### config.mk
export PLATFORM = sky130hd
export DESIGN_NAME = desc_table_resolver
export DESIGN_NICKNAME = d
export VERILOG_FILES = /design/src/rtl/dtr_pkg.sv /design/src/rtl/dtr_table_reg.sv /design/src/rtl/dtr_ldt_fetch.sv /design/src/rtl/dtr_lookup.sv /design/src/rtl/desc_table_resolver.sv
export SDC_FILE = /design/constraint.sdc
export NUM_CORES = 1
export LEC_CHECK = 0
export BUFFER_PORTS_ARGS = -buffer_cell sky130_fd_sc_hd__buf_2
export CORE_MARGIN = 5
export CORE_UTILIZATION = 55
export CTS_CLUSTER_SIZE = 16
export DETAILED_ROUTE_END_ITERATION = 6
export MAX_ROUTING_LAYER = met4
export PLACE_DENSITY = 0.83
export SKIP_LAST_GASP = 1
export SLEW_MARGIN = 10
export SYNTH_ARGS = -nofsm -noshare
export SYNTH_HDL_FRONTEND = slang
export SYNTH_SLANG_ARGS = --single-unit
export TNS_END_PERCENT = 50
### constraint.sdc
create_clock -name clk_i -period 20.1 [get_ports clk_i]
set_clock_uncertainty 0.2 [all_clocks]
set_input_delay 6.03 -clock clk_i [delete_from_list [all_inputs] [get_ports clk_i]]
set_output_delay 6.03 -clock clk_i [all_outputs]
set_load 0.01 [all_outputs]
### src/rtl/dtr_pkg.sv
package dtr_pkg;
  localparam int ADDR_W  = 32;
  localparam int LIM_W   = 16;
  localparam int SEL_W   = 16;
  localparam int VEC_W   = 8;
  localparam int ENT_LG  = 3;                 // 8-byte entries
  localparam int DATA_W  = 32;
  localparam int TREG_W  = ADDR_W + LIM_W;
  localparam int IDX_W   = SEL_W - ENT_LG;
  localparam int N_TREG  = 2;
  localparam int TI_BIT  = 2;
  localparam int WORD_B  = DATA_W / 8;

  typedef struct packed {
    logic [ADDR_W-1:0] base;
    logic [LIM_W-1:0]  limit;
  } treg_t;

  typedef enum logic [1:0] {FS_IDLE, FS_LO, FS_HI} fetch_st_e;

  function automatic logic [LIM_W-1:0] sel_off(input logic [SEL_W-1:0] sel);
    return {sel[SEL_W-1:ENT_LG], {ENT_LG{1'b0}}};
  endfunction

  function automatic logic [LIM_W-1:0] vec_off(input logic [VEC_W-1:0] vec);
    logic [LIM_W-1:0] o;
    o = '0;
    o[VEC_W+ENT_LG-1:ENT_LG] = vec;
    return o;
  endfunction

  // whole entry (off .. off+7) inside limit
  function automatic logic fits(input logic [LIM_W-1:0] off, input logic [LIM_W-1:0] lim);
    return (off | LIM_W'((1 << ENT_LG) - 1)) <= lim;
  endfunction
endpackage

### src/rtl/dtr_table_reg.sv
module dtr_table_reg #(
  parameter int W = dtr_pkg::TREG_W
) (
  input  logic         clk_i,
  input  logic         rst_ni,
  input  logic         ld_i,
  input  logic [W-1:0] d_i,
  output logic [W-1:0] q_o
);
  always_ff @(posedge clk_i or negedge rst_ni) begin
    if (!rst_ni)   q_o <= '0;
    else if (ld_i) q_o <= d_i;
  end
endmodule

### src/rtl/dtr_ldt_fetch.sv
module dtr_ldt_fetch
  import dtr_pkg::*;
(
  input  logic              clk_i,
  input  logic              rst_ni,
  input  logic              ld_i,
  input  logic [SEL_W-1:0]  sel_i,
  input  treg_t             gtab_i,
  output logic [SEL_W-1:0]  sel_o,
  output treg_t             ldesc_o,
  output logic              valid_o,
  output logic              busy_o,
  output logic              req_o,
  output logic [ADDR_W-1:0] addr_o,
  input  logic              rvalid_i,
  input  logic [DATA_W-1:0] rdata_i
);
  fetch_st_e st_q;
  logic [LIM_W-1:0] off;
  logic             in_rng;
  logic             unused_hi;

  assign off       = sel_off(sel_i);
  assign in_rng    = fits(off, gtab_i.limit);
  assign unused_hi = ^rdata_i[DATA_W-1:LIM_W];

  always_ff @(posedge clk_i or negedge rst_ni) begin
    if (!rst_ni) begin
      st_q    <= FS_IDLE;
      sel_o   <= '0;
      ldesc_o <= '0;
      valid_o <= 1'b0;
      addr_o  <= '0;
    end else begin
      unique case (st_q)
        FS_IDLE: if (ld_i) begin
          sel_o   <= sel_i;
          valid_o <= 1'b0;
          if (in_rng) begin
            addr_o <= gtab_i.base + ADDR_W'(off);
            st_q   <= FS_LO;
          end
        end
        FS_LO: if (rvalid_i) begin
          ldesc_o.base <= rdata_i[ADDR_W-1:0];
          addr_o       <= addr_o + ADDR_W'(WORD_B);
          st_q         <= FS_HI;
        end
        FS_HI: if (rvalid_i) begin
          ldesc_o.limit <= rdata_i[LIM_W-1:0];
          valid_o       <= 1'b1;
          st_q          <= FS_IDLE;
        end
        default: st_q <= FS_IDLE;
      endcase
    end
  end

  assign busy_o = (st_q != FS_IDLE);
  assign req_o  = busy_o;
endmodule

### src/rtl/dtr_lookup.sv
module dtr_lookup
  import dtr_pkg::*;
(
  input  logic [SEL_W-1:0]  sel_i,
  input  logic              vec_i,
  input  treg_t             gtab_i,
  input  treg_t             itab_i,
  input  treg_t             ltab_i,
  input  logic              lvalid_i,
  output logic [ADDR_W-1:0] addr_o,
  output logic              fault_o
);
  treg_t            tab;
  logic             tab_ok;
  logic [LIM_W-1:0] off;
  logic             unused_rpl;

  assign unused_rpl = ^sel_i[1:0];

  always_comb begin
    if (vec_i) begin
      tab    = itab_i;
      tab_ok = 1'b1;
      off    = vec_off(sel_i[VEC_W-1:0]);
    end else if (sel_i[TI_BIT]) begin
      tab    = ltab_i;
      tab_ok = lvalid_i;
      off    = sel_off(sel_i);
    end else begin
      tab    = gtab_i;
      tab_ok = 1'b1;
      off    = sel_off(sel_i);
    end
    fault_o = !(tab_ok && fits(off, tab.limit));
    addr_o  = fault_o ? '0 : tab.base + ADDR_W'(off);
  end
endmodule

### src/rtl/desc_table_resolver.sv
module desc_table_resolver
  import dtr_pkg::*;
(
  input  logic                clk_i,
  input  logic                rst_ni,
  input  logic                gtab_ld_i,
  input  logic                itab_ld_i,
  input  logic [TREG_W-1:0]   tab_wdata_i,
  output logic [TREG_W-1:0]   gtab_rd_o,
  output logic [TREG_W-1:0]   itab_rd_o,
  input  logic                lsel_ld_i,
  input  logic [SEL_W-1:0]    lsel_i,
  output logic [SEL_W-1:0]    lsel_o,
  output logic                lbusy_o,
  output logic                lvalid_o,
  output logic                mem_req_o,
  output logic [ADDR_W-1:0]   mem_addr_o,
  input  logic                mem_rvalid_i,
  input  logic [DATA_W-1:0]   mem_rdata_i,
  input  logic [SEL_W-1:0]    lk_sel_i,
  input  logic                lk_vec_i,
  output logic [ADDR_W-1:0]   lk_addr_o,
  output logic                lk_fault_o
);
  localparam int GI = 0;
  localparam int II = 1;

  logic [N_TREG-1:0] ld_v;
  treg_t             treg [N_TREG];
  treg_t             ldesc;

  assign ld_v[GI] = gtab_ld_i;
  assign ld_v[II] = itab_ld_i;

  for (genvar g = 0; g < N_TREG; g++) begin : g_treg
    dtr_table_reg #(.W(TREG_W)) u_reg (
      .clk_i (clk_i),
      .rst_ni(rst_ni),
      .ld_i  (ld_v[g]),
      .d_i   (tab_wdata_i),
      .q_o   (treg[g])
    );
  end

  assign gtab_rd_o = treg[GI];
  assign itab_rd_o = treg[II];

  dtr_ldt_fetch u_fetch (
    .clk_i   (clk_i),
    .rst_ni  (rst_ni),
    .ld_i    (lsel_ld_i),
    .sel_i   (lsel_i),
    .gtab_i  (treg[GI]),
    .sel_o   (lsel_o),
    .ldesc_o (ldesc),
    .valid_o (lvalid_o),
    .busy_o  (lbusy_o),
    .req_o   (mem_req_o),
    .addr_o  (mem_addr_o),
    .rvalid_i(mem_rvalid_i),
    .rdata_i (mem_rdata_i)
  );

  dtr_lookup u_lookup (
    .sel_i   (lk_sel_i),
    .vec_i   (lk_vec_i),
    .gtab_i  (treg[GI]),
    .itab_i  (treg[II]),
    .ltab_i  (ldesc),
    .lvalid_i(lvalid_o),
    .addr_o  (lk_addr_o),
    .fault_o (lk_fault_o)
  );
endmodule

==> results of run 1 <==
-- through the flow --
step	std cells	cell area, sq um	hold WS, ns
3_5_place_dp	1780	13400	0.258
4_1_cts	1812	14000	0.276
6_report	1816	14000	0.270
2_1_floorplan	1256	11700	0.240
3_3_place_gp	1780	13400	0.252
5_1_grt	1816	14000	0.296
-- flip-flops by register name, indices dropped and copies added (netlist names) --
signal	cells
g_treg.u_reg.q_o	96
u_fetch.addr_o	32
u_fetch.ldesc_o	48
u_fetch.sel_o	16
u_fetch.st_q	2
u_fetch.valid_o	1
-- cells by family after synthesis --
| family | count (synthesis) |
|---|---|
| simple gates | 465 |
| compound gates | 245 |
| flops | 195 |
| mux | 165 |
| buf+inv | 98 |
| fa+ha+maj | 55 |
| xor+xnor | 33 |
-- how the worst min path moves through the flow --
stage	from	slack [ns]	end
final	u_fetch.sel_o[14]$_DFFE_PN0P_	0.27	u_fetch.sel_o[14]$_DFFE_PN0P_
after global routing	u_fetch.ldesc_o[38]$_DFFE_PN0P_	0.30	u_fetch.ldesc_o[38]$_DFFE_PN0P_
after CTS	u_fetch.sel_o[14]$_DFFE_PN0P_	0.28	u_fetch.sel_o[14]$_DFFE_PN0P_
after detailed placement	u_fetch.sel_o[14]$_DFFE_PN0P_	0.26	u_fetch.sel_o[14]$_DFFE_PN0P_
after global placement	u_fetch.sel_o[1]$_DFFE_PN0P_	0.25	u_fetch.sel_o[1]$_DFFE_PN0P_
after floorplan	u_fetch.ldesc_o[33]$_DFFE_PN0P_	0.24	u_fetch.ldesc_o[33]$_DFFE_PN0P_
-- routing by layer --
metal / share of wire (%) / up-vias
li1: - / 4992
met1: 42 / 5194
met2: 47 / 535
met3: 8.4 / 75
met4: 3.1 / 0
met5: 0 / -
-- area by class of cell --
class / count / area [sq um]
Sequential cell: 195 / 4880
Tap cell: 275 / 344
Multi-Input combinational cell: 963 / 6420
Clock inverter: 14 / 224
Fill cell: 1702 / 6910
Timing Repair Buffer: 310 / 1590
Clock buffer: 18 / 429
Antenna cell: 4 / 10.0
Inverter: 37 / 139
-- Yosys cell counts (3+ instances only) --
library cell / count / share of area (%)
mux2i_1: 48 / 4.1
xnor2_1: 17 / 1.3
a211oi_1: 10 / 0.64
o31ai_1: 5 / 0.32
a21o_1: 12 / 0.77
or3_1: 5 / 0.27
o21ai_0: 71 / 3.0
and3_1: 8 / 0.43
nor3_1: 24 / 1.0
nor2b_1: 14 / 0.75
a311oi_1: 5 / 0.37
inv_1: 37 / 1.2
and2_1: 4 / 0.21
xor2_1: 16 / 1.2
o22ai_1: 7 / 0.37
nand2_1: 245 / 7.9
clkbuf_1: 46 / 1.5
o311a_1: 3 / 0.26
nand3_1: 38 / 1.6
or4_1: 4 / 0.26
or2_2: 4 / 0.21
dfrtp_1: 195 / 42
ha_1: 53 / 5.7
o21bai_1: 3 / 0.19
mux2_2: 116 / 11
nor4_1: 4 / 0.21
a21oi_1: 80 / 3.4
buf_1: 6 / 0.19
a31oi_1: 6 / 0.32
buf_2: 6 / 0.26
nor2_1: 76 / 2.4
nand2b_1: 5 / 0.27
nand4_1: 17 / 0.91
a31o_2: 3 / 0.22
nand3b_1: 3 / 0.19
o21a_1: 12 / 0.77
-- worst max-delay path, stage by stage --
cell and delay (ns):
buf_4 0.36, buf_4 0.60, mux2_2 0.42, ha_1 0.31, a21o_1 0.18, a21o_1 0.17
a21oi_1 0.14, nor2_1 0.06, o31ai_2 0.64, inv_1 0.62, a311o_1 0.44, o21ai_0 0.08
buf_2 0.16
-- power groups by stage --
stage	clock network (W)	logic, W	registers, W
floorplan	0	0.000362	0.000619
global placement	0	0.000592	0.000608
detailed placement	0	0.000606	0.000614
CTS	0.000387	0.000611	0.000608
global route	0.000405	0.000677	0.000626
finish	0.000385	0.000613	0.000610
==> run metrics, run 1 <==
total track usage 31.8%; CTS Root Cell clkbuf_16; Distinct cells, synth 72; sw frac 39.0%; Pwr Density 114 nW/um^2; DR WL/cell 20.8 microns; Reg power frac 38.0%; Logic pwr share 38.1%; initial drt markers 998; most crowded layer after global routing met2; Top FF cell, synth dfrtp_1; final net count 1698; Max Cap Violations 0; status complete, no violations; Mapped Nets 1430; Post-CTS Setup Bufs 0; Post-Synth Adder-Cell Area 6.02%; Area Growth Syn to Fin 20.1%; fin crit share 82.2%; Worst setup SP type input port; vias in the first global route 10600; post-route minimum period 16.53 ns; type of the worst setup path in2out; routed via count 10800; RR Endpoint u_fetch.addr_o[27]$_DFFE_PN0P_; clock network power share 23.9%; met3 usage 5.35%; drt drc 0; # IOs 299; HP Class reg2reg; Synth Area per Inst 9.31 sq um; Pre-antenna DRT Iters 5; setup TNS 0 ns; worst hold stages 2; # setup viols final 0; Num CTS Buffers 17; vias per cell 5.94; Worst-Margin Slew 1.07 ns; leakage 6.81 nW; RSZ-0062 raised after global routing no; final-report max-slew violation count 0; critical path data arrival time 10.30 ns; Mapped Cells 1256; Fin. Hold Viols 0; main combinational cell family by area after synthesis simple AND/OR/NAND/NOR gates; EDFF count, synth 0; Post-DP HPWL 28500 microns; critical path peak fanout 66; Resized cells post-CTS 0; Die Span Y 156 microns; Post-Place Worst Slack 3.66 ns; Die ar. 24300 sq um; YS warnings 0; Worst Setup End Kind primary output; core area 21000 sq um; Sink Count 195; xor and xnor area share after synthesis 2.47%; reg2reg setup slack 16.52 ns; Rows 53; GRT overflow 0; CTS max path bufs 2; compound-gate portion of the synthesized area 13.0%; IO buf count 298; first-pass GRT wire length 58800 microns; Pwr Total 0.00161 W; antenna-violating nets left 0; post-synthesis register bit count 195; initial antenna violation count 4; Pint 0.000980 W; Synth Cell Area 11700 sq um; switching pwr 0.000627 W; Peak VDD IR 61.0 uV; layout cell share with drive strength beyond 1 31.0%; Util after Layout 67.0%; Die Wd 156 microns; launching point of the worst reg2reg path g_treg[0].u_reg.q_o[19]$_DFFE_PN0P_; Initial Utilization 55.8%; commonest non-fill, non-tap cell in the layout buf_2; simple logic cell fraction of the synthesized area 18.0%; CTS tree yes; sequential-to-total area share from yosys stat 41.7%; CP endpoint lk_addr_o[31]; Max Fclk 0.0605 GHz; largest net degree at the start of global routing 126; Post-CTS Hold Buffers 0; drt total wl 37800 microns; setup ws final 3.57 ns; mux share of post-synthesis cell area 15.4%; final RePlAce weighted congestion 0.958; CP Launch Point lk_vec_i; R2R cell count 9; Slew Limit Headroom 28.2%; most frequent cells in the layout 296 x buf_2, 245 x nand2_1, 195 x dfrtp_1; GR Util met2 48.6%; clock latency on the worst-skew pair 0.44 ns; met1 Usage GRT 43.4%; clock slew at reported path FFs 0.07 ns; ys async rst share 100%; Critical Path RT 13.87 ns; CTS HTree Levels 4
(Power assumes the default switching activity.)
==> run 2, diff against run 1 <==
--- a/config.mk
+++ b/config.mk
@@ -5,13 +5,14 @@
 export SDC_FILE = /design/constraint.sdc
 export NUM_CORES = 1
 export LEC_CHECK = 0
+export ABC_AREA = 1
 export BUFFER_PORTS_ARGS = -buffer_cell sky130_fd_sc_hd__buf_2
 export CORE_MARGIN = 5
-export CORE_UTILIZATION = 55
+export CORE_UTILIZATION = 50
 export CTS_CLUSTER_SIZE = 16
 export DETAILED_ROUTE_END_ITERATION = 6
 export MAX_ROUTING_LAYER = met4
-export PLACE_DENSITY = 0.83
+export PLACE_DENSITY = 0.79
 export SKIP_LAST_GASP = 1
 export SLEW_MARGIN = 10
 export SYNTH_ARGS = -nofsm -noshare
==> constraint.sdc (replaced) <==
create_clock -name clk_i -period 14.4 [get_ports clk_i]
set_clock_uncertainty 0.2 [all_clocks]
set_input_delay 4.32 -clock clk_i [delete_from_list [all_inputs] [get_ports clk_i]]
set_output_delay 4.32 -clock clk_i [all_outputs]
set_load 0.01 [all_outputs]
==> run metrics, run 2 <==
status complete, no violations; CTS tree yes; # setup viols final 0; leakage 7.80 nW; Post-CTS Setup Bufs 0; Die Wd 168 microns; clock latency on the worst-skew pair 0.45 ns; launching point of the worst reg2reg path g_treg[0].u_reg.q_o[15]$_DFFE_PN0P_; vias per cell 5.50; drt total wl 43500 microns; Slew Limit Headroom 21.5%; HP Class reg2reg; EDFF count, synth 0; Pwr Density 147 nW/um^2; routed via count 12800; initial drt markers 1192; smallest hold slack 0.279 ns; YS warnings 0; layout cell share with drive strength beyond 1 20.8%; Synth Area per Inst 7.23 sq um; core area 24500 sq um; CTS HTree Levels 4; final-report max-slew violation count 0; antenna-violating nets left 0; most frequent cells in the layout 558 x nand2_1, 297 x buf_2, 195 x dfrtp_1; Num CTS Buffers 17; Die Span Y 168 microns; critical path data arrival time 7.91 ns; total track usage 31.2%; ys async rst share 100%; Sink Count 195; # IOs 299; Mapped Cells 1729; Area Growth Syn to Fin 18.3%; Worst-Margin Slew 1.17 ns; Peak VDD IR 75.2 uV; Distinct cells, synth 45; critical path peak fanout 38; R2R cell count 11; post-synthesis register bit count 195; largest net degree at the start of global routing 118; sw frac 41.8%; Worst setup SP type input port; synth top area cells dfrtp_1 39%, nand2_1 17%, o21ai_0 6.1%; Rows 57; max FFs per register 96; setup ws final 1.97 ns; Yosys top cell area share 39.0%; final net count 2167; Post-DP HPWL 34100 microns; Resized cells post-CTS 0; switching pwr 0.000911 W; Top FF cell, synth dfrtp_1; Worst Setup End Kind primary output; DR WL/cell 18.7 microns; Synth Cell Area 12500 sq um; type of the worst setup path in2out; area leader, netlist dfrtp_1; IO buf count 298; GRT overflow 0; Pint 0.00127 W; first-pass GRT wire length 67900 microns; Post-Place Worst Slack 2.06 ns; clock slew at reported path FFs 0.08 ns; setup TNS 0 ns; Max Fclk 0.0804 GHz; most instantiated cells after synthesis 558 x nand2_1, 195 x dfrtp_1, 194 x inv_1, 153 x o21ai_0, 143 x nor2_1; initial antenna violation count 1; Max Cap Violations 0; Hold Path Sink u_fetch.sel_o[4]$_DFFE_PN0P_; hold_sp u_fetch.sel_o[4]$_DFFE_PN0P_; post-route minimum period 12.43 ns; Logic pwr share 38.1%; Largest regs g_treg.u_reg.q_o (96), u_fetch.ldesc_o (48), u_fetch.addr_o (32); Critical Path RT 9.88 ns; reg2reg setup slack 10.81 ns; vias in the first global route 12400; CTS max path bufs 2; sequential-to-total area share from yosys stat 39.0%; final RePlAce weighted congestion 1.01; worst hold stages 2; Reg power frac 39.2%; Fin. Hold Viols 0; Largest Register g_treg.u_reg.q_o; cell with the most instances after synthesis nand2_1; Pre-antenna DRT Iters 6; Mapped Nets 1903; RSZ-0062 raised after global routing no; fin crit share 86.3%; Initial Utilization 51.1%; commonest non-fill, non-tap cell in the layout nand2_1; drt drc 0; CTS Root Cell clkbuf_16; RR Endpoint u_fetch.addr_o[31]$_DFFE_PN0P_; clock network power share 22.7%; Die ar. 28300 sq um; Post-CTS Hold Buffers 0
[run 2: changes by cell type in the layout (fill, tap and decap cells not counted), sizes merged, moves of 12 or more]
cell / change
nand3: +84
a21oi: -24
o21ai: +82
nor2b: -14
o21a: -12
inv: +162
nor2: +72
mux2: -76
nand2: +319
mux2i: -48
[run 2: how the worst max path moves through the flow]
stage	endpoint	slack (ns)	from	cells after the start
floorplan	lk_addr_o[28]	3.11	lk_vec_i	13
global placement	lk_addr_o[28]	2.13	lk_vec_i	17
detailed placement	lk_addr_o[28]	2.06	lk_vec_i	13
CTS	lk_addr_o[28]	2.06	lk_vec_i	13
global route	lk_addr_o[23]	1.70	lk_vec_i	17
finish	lk_addr_o[28]	1.97	lk_vec_i	13
[run 2: cell families after synthesis]
group | count (synthesis) | synth area share (%)
simple gates | 891 | 29.8
xor+xnor | 38 | 2.66
flops | 195 | 39.0
fa+ha+maj | 55 | 5.62
buf+inv | 259 | 8.22
mux | 41 | 3.69
compound gates | 250 | 11.0
[run 2: final cells by class]
| type | count | area (sq um) |
|---|---|---|
| diodes | 1 | 2.50 |
| clock buffers | 18 | 439 |
| well taps | 324 | 405 |
| flip-flops and latches | 195 | 4880 |
| inverters | 197 | 739 |
| repair buffers | 307 | 1570 |
| multi-input cells | 1275 | 6600 |
| clock inverters | 14 | 160 |
| fillers | 2266 | 9670 |
[run 2: worst max-delay path, cell delays in order]
cell	delay [ns]
buf_2	0.58
inv_1	0.57
buf_4	0.38
o221ai_1	0.22
ha_1	0.33
a21oi_1	0.22
o21ai_0	0.17
a21oi_1	0.29
nand2_1	0.24
nand2_1	0.17
o21ai_0	0.11
a21oi_1	0.15
buf_2	0.15
[run 2: routing by layer]
metal	wire (microns)	part of all wire, %	global-route usage, %	vias up
met5	0	0	-	-
met4	1850	4.3	12.4	0
met3	3490	8.0	4.78	124
met2	19400	45	47.3	655
met1	18700	43	42.3	5932
li1	-	-	-	6105
[run 2: power by group through the flow]
stage / sequential, W / clock (W) / combinational (W)
after detailed placement: 0.000858 / 0 / 0.000823
final: 0.000853 / 0.000495 / 0.000831
after global routing: 0.000873 / 0.000523 / 0.000931
after CTS: 0.000849 / 0.000497 / 0.000827
after floorplan: 0.000857 / 0 / 0.000495
after global placement: 0.000855 / 0 / 0.000808
[run 2: metrics by stage]
step / instance area (sq um) / instances / power [W] / util (%)
global route: 14800 / 2331 / 0.00233 / 60.5
detailed placement: 14200 / 2298 / 0.00168 / 58.0
CTS: 14800 / 2330 / 0.00217 / 60.5
global placement: 14200 / 2298 / 0.00166 / 58.0
finish: 14800 / 2331 / 0.00218 / 60.5
floorplan: 12500 / 1729 / 0.00135 / -
==> run 3, diff against run 2 <==
--- a/config.mk
+++ b/config.mk
@@ -6,13 +6,13 @@
 export NUM_CORES = 1
 export LEC_CHECK = 0
 export ABC_AREA = 1
-export BUFFER_PORTS_ARGS = -buffer_cell sky130_fd_sc_hd__buf_2
 export CORE_MARGIN = 5
-export CORE_UTILIZATION = 50
+export CORE_UTILIZATION = 55
 export CTS_CLUSTER_SIZE = 16
 export DETAILED_ROUTE_END_ITERATION = 6
+export DONT_BUFFER_PORTS = 1
 export MAX_ROUTING_LAYER = met4
-export PLACE_DENSITY = 0.79
+export PLACE_DENSITY = 0.74
 export SKIP_LAST_GASP = 1
 export SLEW_MARGIN = 10
 export SYNTH_ARGS = -nofsm -noshare
==> constraint.sdc (replaced) <==
create_clock -name clk_i -period 10.5 [get_ports clk_i]
set_clock_uncertainty 0.2 [all_clocks]
set_input_delay 3.15 -clock clk_i [delete_from_list [all_inputs] [get_ports clk_i]]
set_output_delay 3.15 -clock clk_i [all_outputs]
set_load 0.01 [all_outputs]
==> run metrics, run 3 (synthesized netlist as in run 2, its figures left out) <==
CTS max path bufs 2; Hold Path Sink u_fetch.ldesc_o[22]$_DFFE_PN0P_; Worst-Margin Slew 1.16 ns; Rows 55; vias per cell 5.77; hold_sp u_fetch.ldesc_o[22]$_DFFE_PN0P_; Critical Path RT 7.15 ns; most frequent cells in the layout 558 x nand2_1, 195 x dfrtp_1, 194 x inv_1; initial antenna violation count 5; Worst Setup End Kind primary output; # setup viols final 0; Filler Cell Count 2193; Slew Limit Headroom 22.4%; Area Growth Syn to Fin 5.80%; Post-CTS Setup Bufs 0; leakage 6.53 nW; Max Cap Violations 0; IO buf count 0; GRT overflow 0; final RePlAce weighted congestion 0.963; Logic pwr share 30.6%; HP Class reg2reg; sw frac 42.5%; # IOs 299; reg2reg setup slack 6.87 ns; switching pwr 0.00117 W; vias in the first global route 11200; drt total wl 41800 microns; Post-DP HPWL 32700 microns; first-pass GRT wire length 65100 microns; Die Span Y 161 microns; Post-Place Worst Slack 1.15 ns; Largest regs g_treg.u_reg.q_o (96), u_fetch.ldesc_o (48), u_fetch.addr_o (32); core area 22500 sq um; setup ws final 1.11 ns; Reg power frac 45.5%; Largest Register g_treg.u_reg.q_o; clock slew at reported path FFs 0.07 ns; R2R cell count 13; layout cell share with drive strength beyond 1 6.80%; Worst setup SP type input port; setup TNS 0 ns; Fin. Hold Viols 0; commonest non-fill, non-tap cell in the layout nand2_1; routed via count 11500; RR Endpoint u_fetch.addr_o[24]$_DFFE_PN0P_; largest net degree at the start of global routing 196; clock latency on the worst-skew pair 0.44 ns; antenna-violating nets left 0; Post-CTS Hold Buffers 0; Num CTS Buffers 17; worst hold stages 2; CTS tree yes; CTS Root Cell clkbuf_16; fin crit share 89.5%; Die Wd 161 microns; launching point of the worst reg2reg path g_treg[0].u_reg.q_o[11]$_DFFE_PN0P_; max FFs per register 96; Peak VDD IR 98.5 uV; Pre-antenna DRT Iters 5; total track usage 33.2%; initial drt markers 970; critical path data arrival time 6.04 ns; Resized cells post-CTS 0; final net count 1867; Initial Utilization 55.6%; Pint 0.00159 W; CTS HTree Levels 4; final-report max-slew violation count 0; post-route minimum period 9.39 ns; Max Fclk 0.106 GHz; Pwr Density 209 nW/um^2; Die ar. 25800 sq um; status complete, no violations; RSZ-0062 raised after global routing no; clock network power share 23.9%; type of the worst setup path in2out; DR WL/cell 20.9 microns; drt drc 0; Sink Count 195; critical path peak fanout 38
-- run 3: changes by cell type in the layout (fill, tap and decap cells not counted), sizes merged --
cell and change:
buf -299, diode +4, bufinv -1, clkbuf -1, clkinvlp +1
-- run 3: layer usage --
layer,GRT usage (%),routed length (microns)
met1,43.5,17700
met2,50.5,18900
met3,7.83,3500
met4,12.3,1690
met5,-,0
-- run 3: final cells by class --
class,instances,area (sq um),area share (%)
diodes,5,12.5,0.0946
clock buffers,18,429,3.24
clock inverters,14,160,1.21
inverters,197,739,5.59
multi-input cells,1275,6600,49.9
flip-flops and latches,195,4880,36.9
well taps,285,357,2.70
repair buffers,7,52.6,0.397
-- run 3: power by group through the flow --
stage	Sequential, W	Clock, W	Combinational (W)
2_1_floorplan	0.00118	0	0.000679
3_3_place_gp	0.00127	0	0.000822
3_5_place_dp	0.00127	0	0.000840
4_1_cts	0.00126	0.000667	0.000845
5_1_grt	0.00129	0.000697	0.000970
6_report	0.00126	0.000660	0.000847
-- run 3: how the worst max path moves through the flow --
stage / startpoint / end / slack, ns / depth (start not counted)
floorplan: lk_vec_i / lk_addr_o[28] / 1.55 / 13
global placement: lk_vec_i / lk_addr_o[28] / 1.21 / 12
detailed placement: lk_vec_i / lk_addr_o[28] / 1.15 / 12
CTS: lk_vec_i / lk_addr_o[28] / 1.16 / 12
global route: lk_vec_i / lk_addr_o[28] / 0.83 / 12
finish: lk_vec_i / lk_addr_o[28] / 1.11 / 12
-- run 3: metrics by stage --
| step | utilization [%] | total power [W] | hold WS (ns) | cells | cell area (sq um) |
|---|---|---|---|---|---|
| floorplan | - | 0.00185 | 0.253 | 1729 | 12500 |
| finish | 58.8 | 0.00276 | 0.289 | 1996 | 13200 |
| detailed placement | 56.1 | 0.00211 | 0.273 | 1959 | 12600 |
| global route | 58.8 | 0.00295 | 0.317 | 1996 | 13200 |
| CTS | 58.7 | 0.00277 | 0.291 | 1991 | 13200 |
| global placement | 56.1 | 0.00209 | 0.267 | 1959 | 12600 |
-- run 3: critical path, cell delays in order --
cell and delay, ns:
inv_1 0.61, buf_4 0.38, o221ai_1 0.16, ha_1 0.41
nand2_1 0.09, o21ai_0 0.29, a21oi_1 0.18, nand2_1 0.18
nand2_1 0.12, nor2_1 0.10, nand2_1 0.05, a21oi_1 0.30
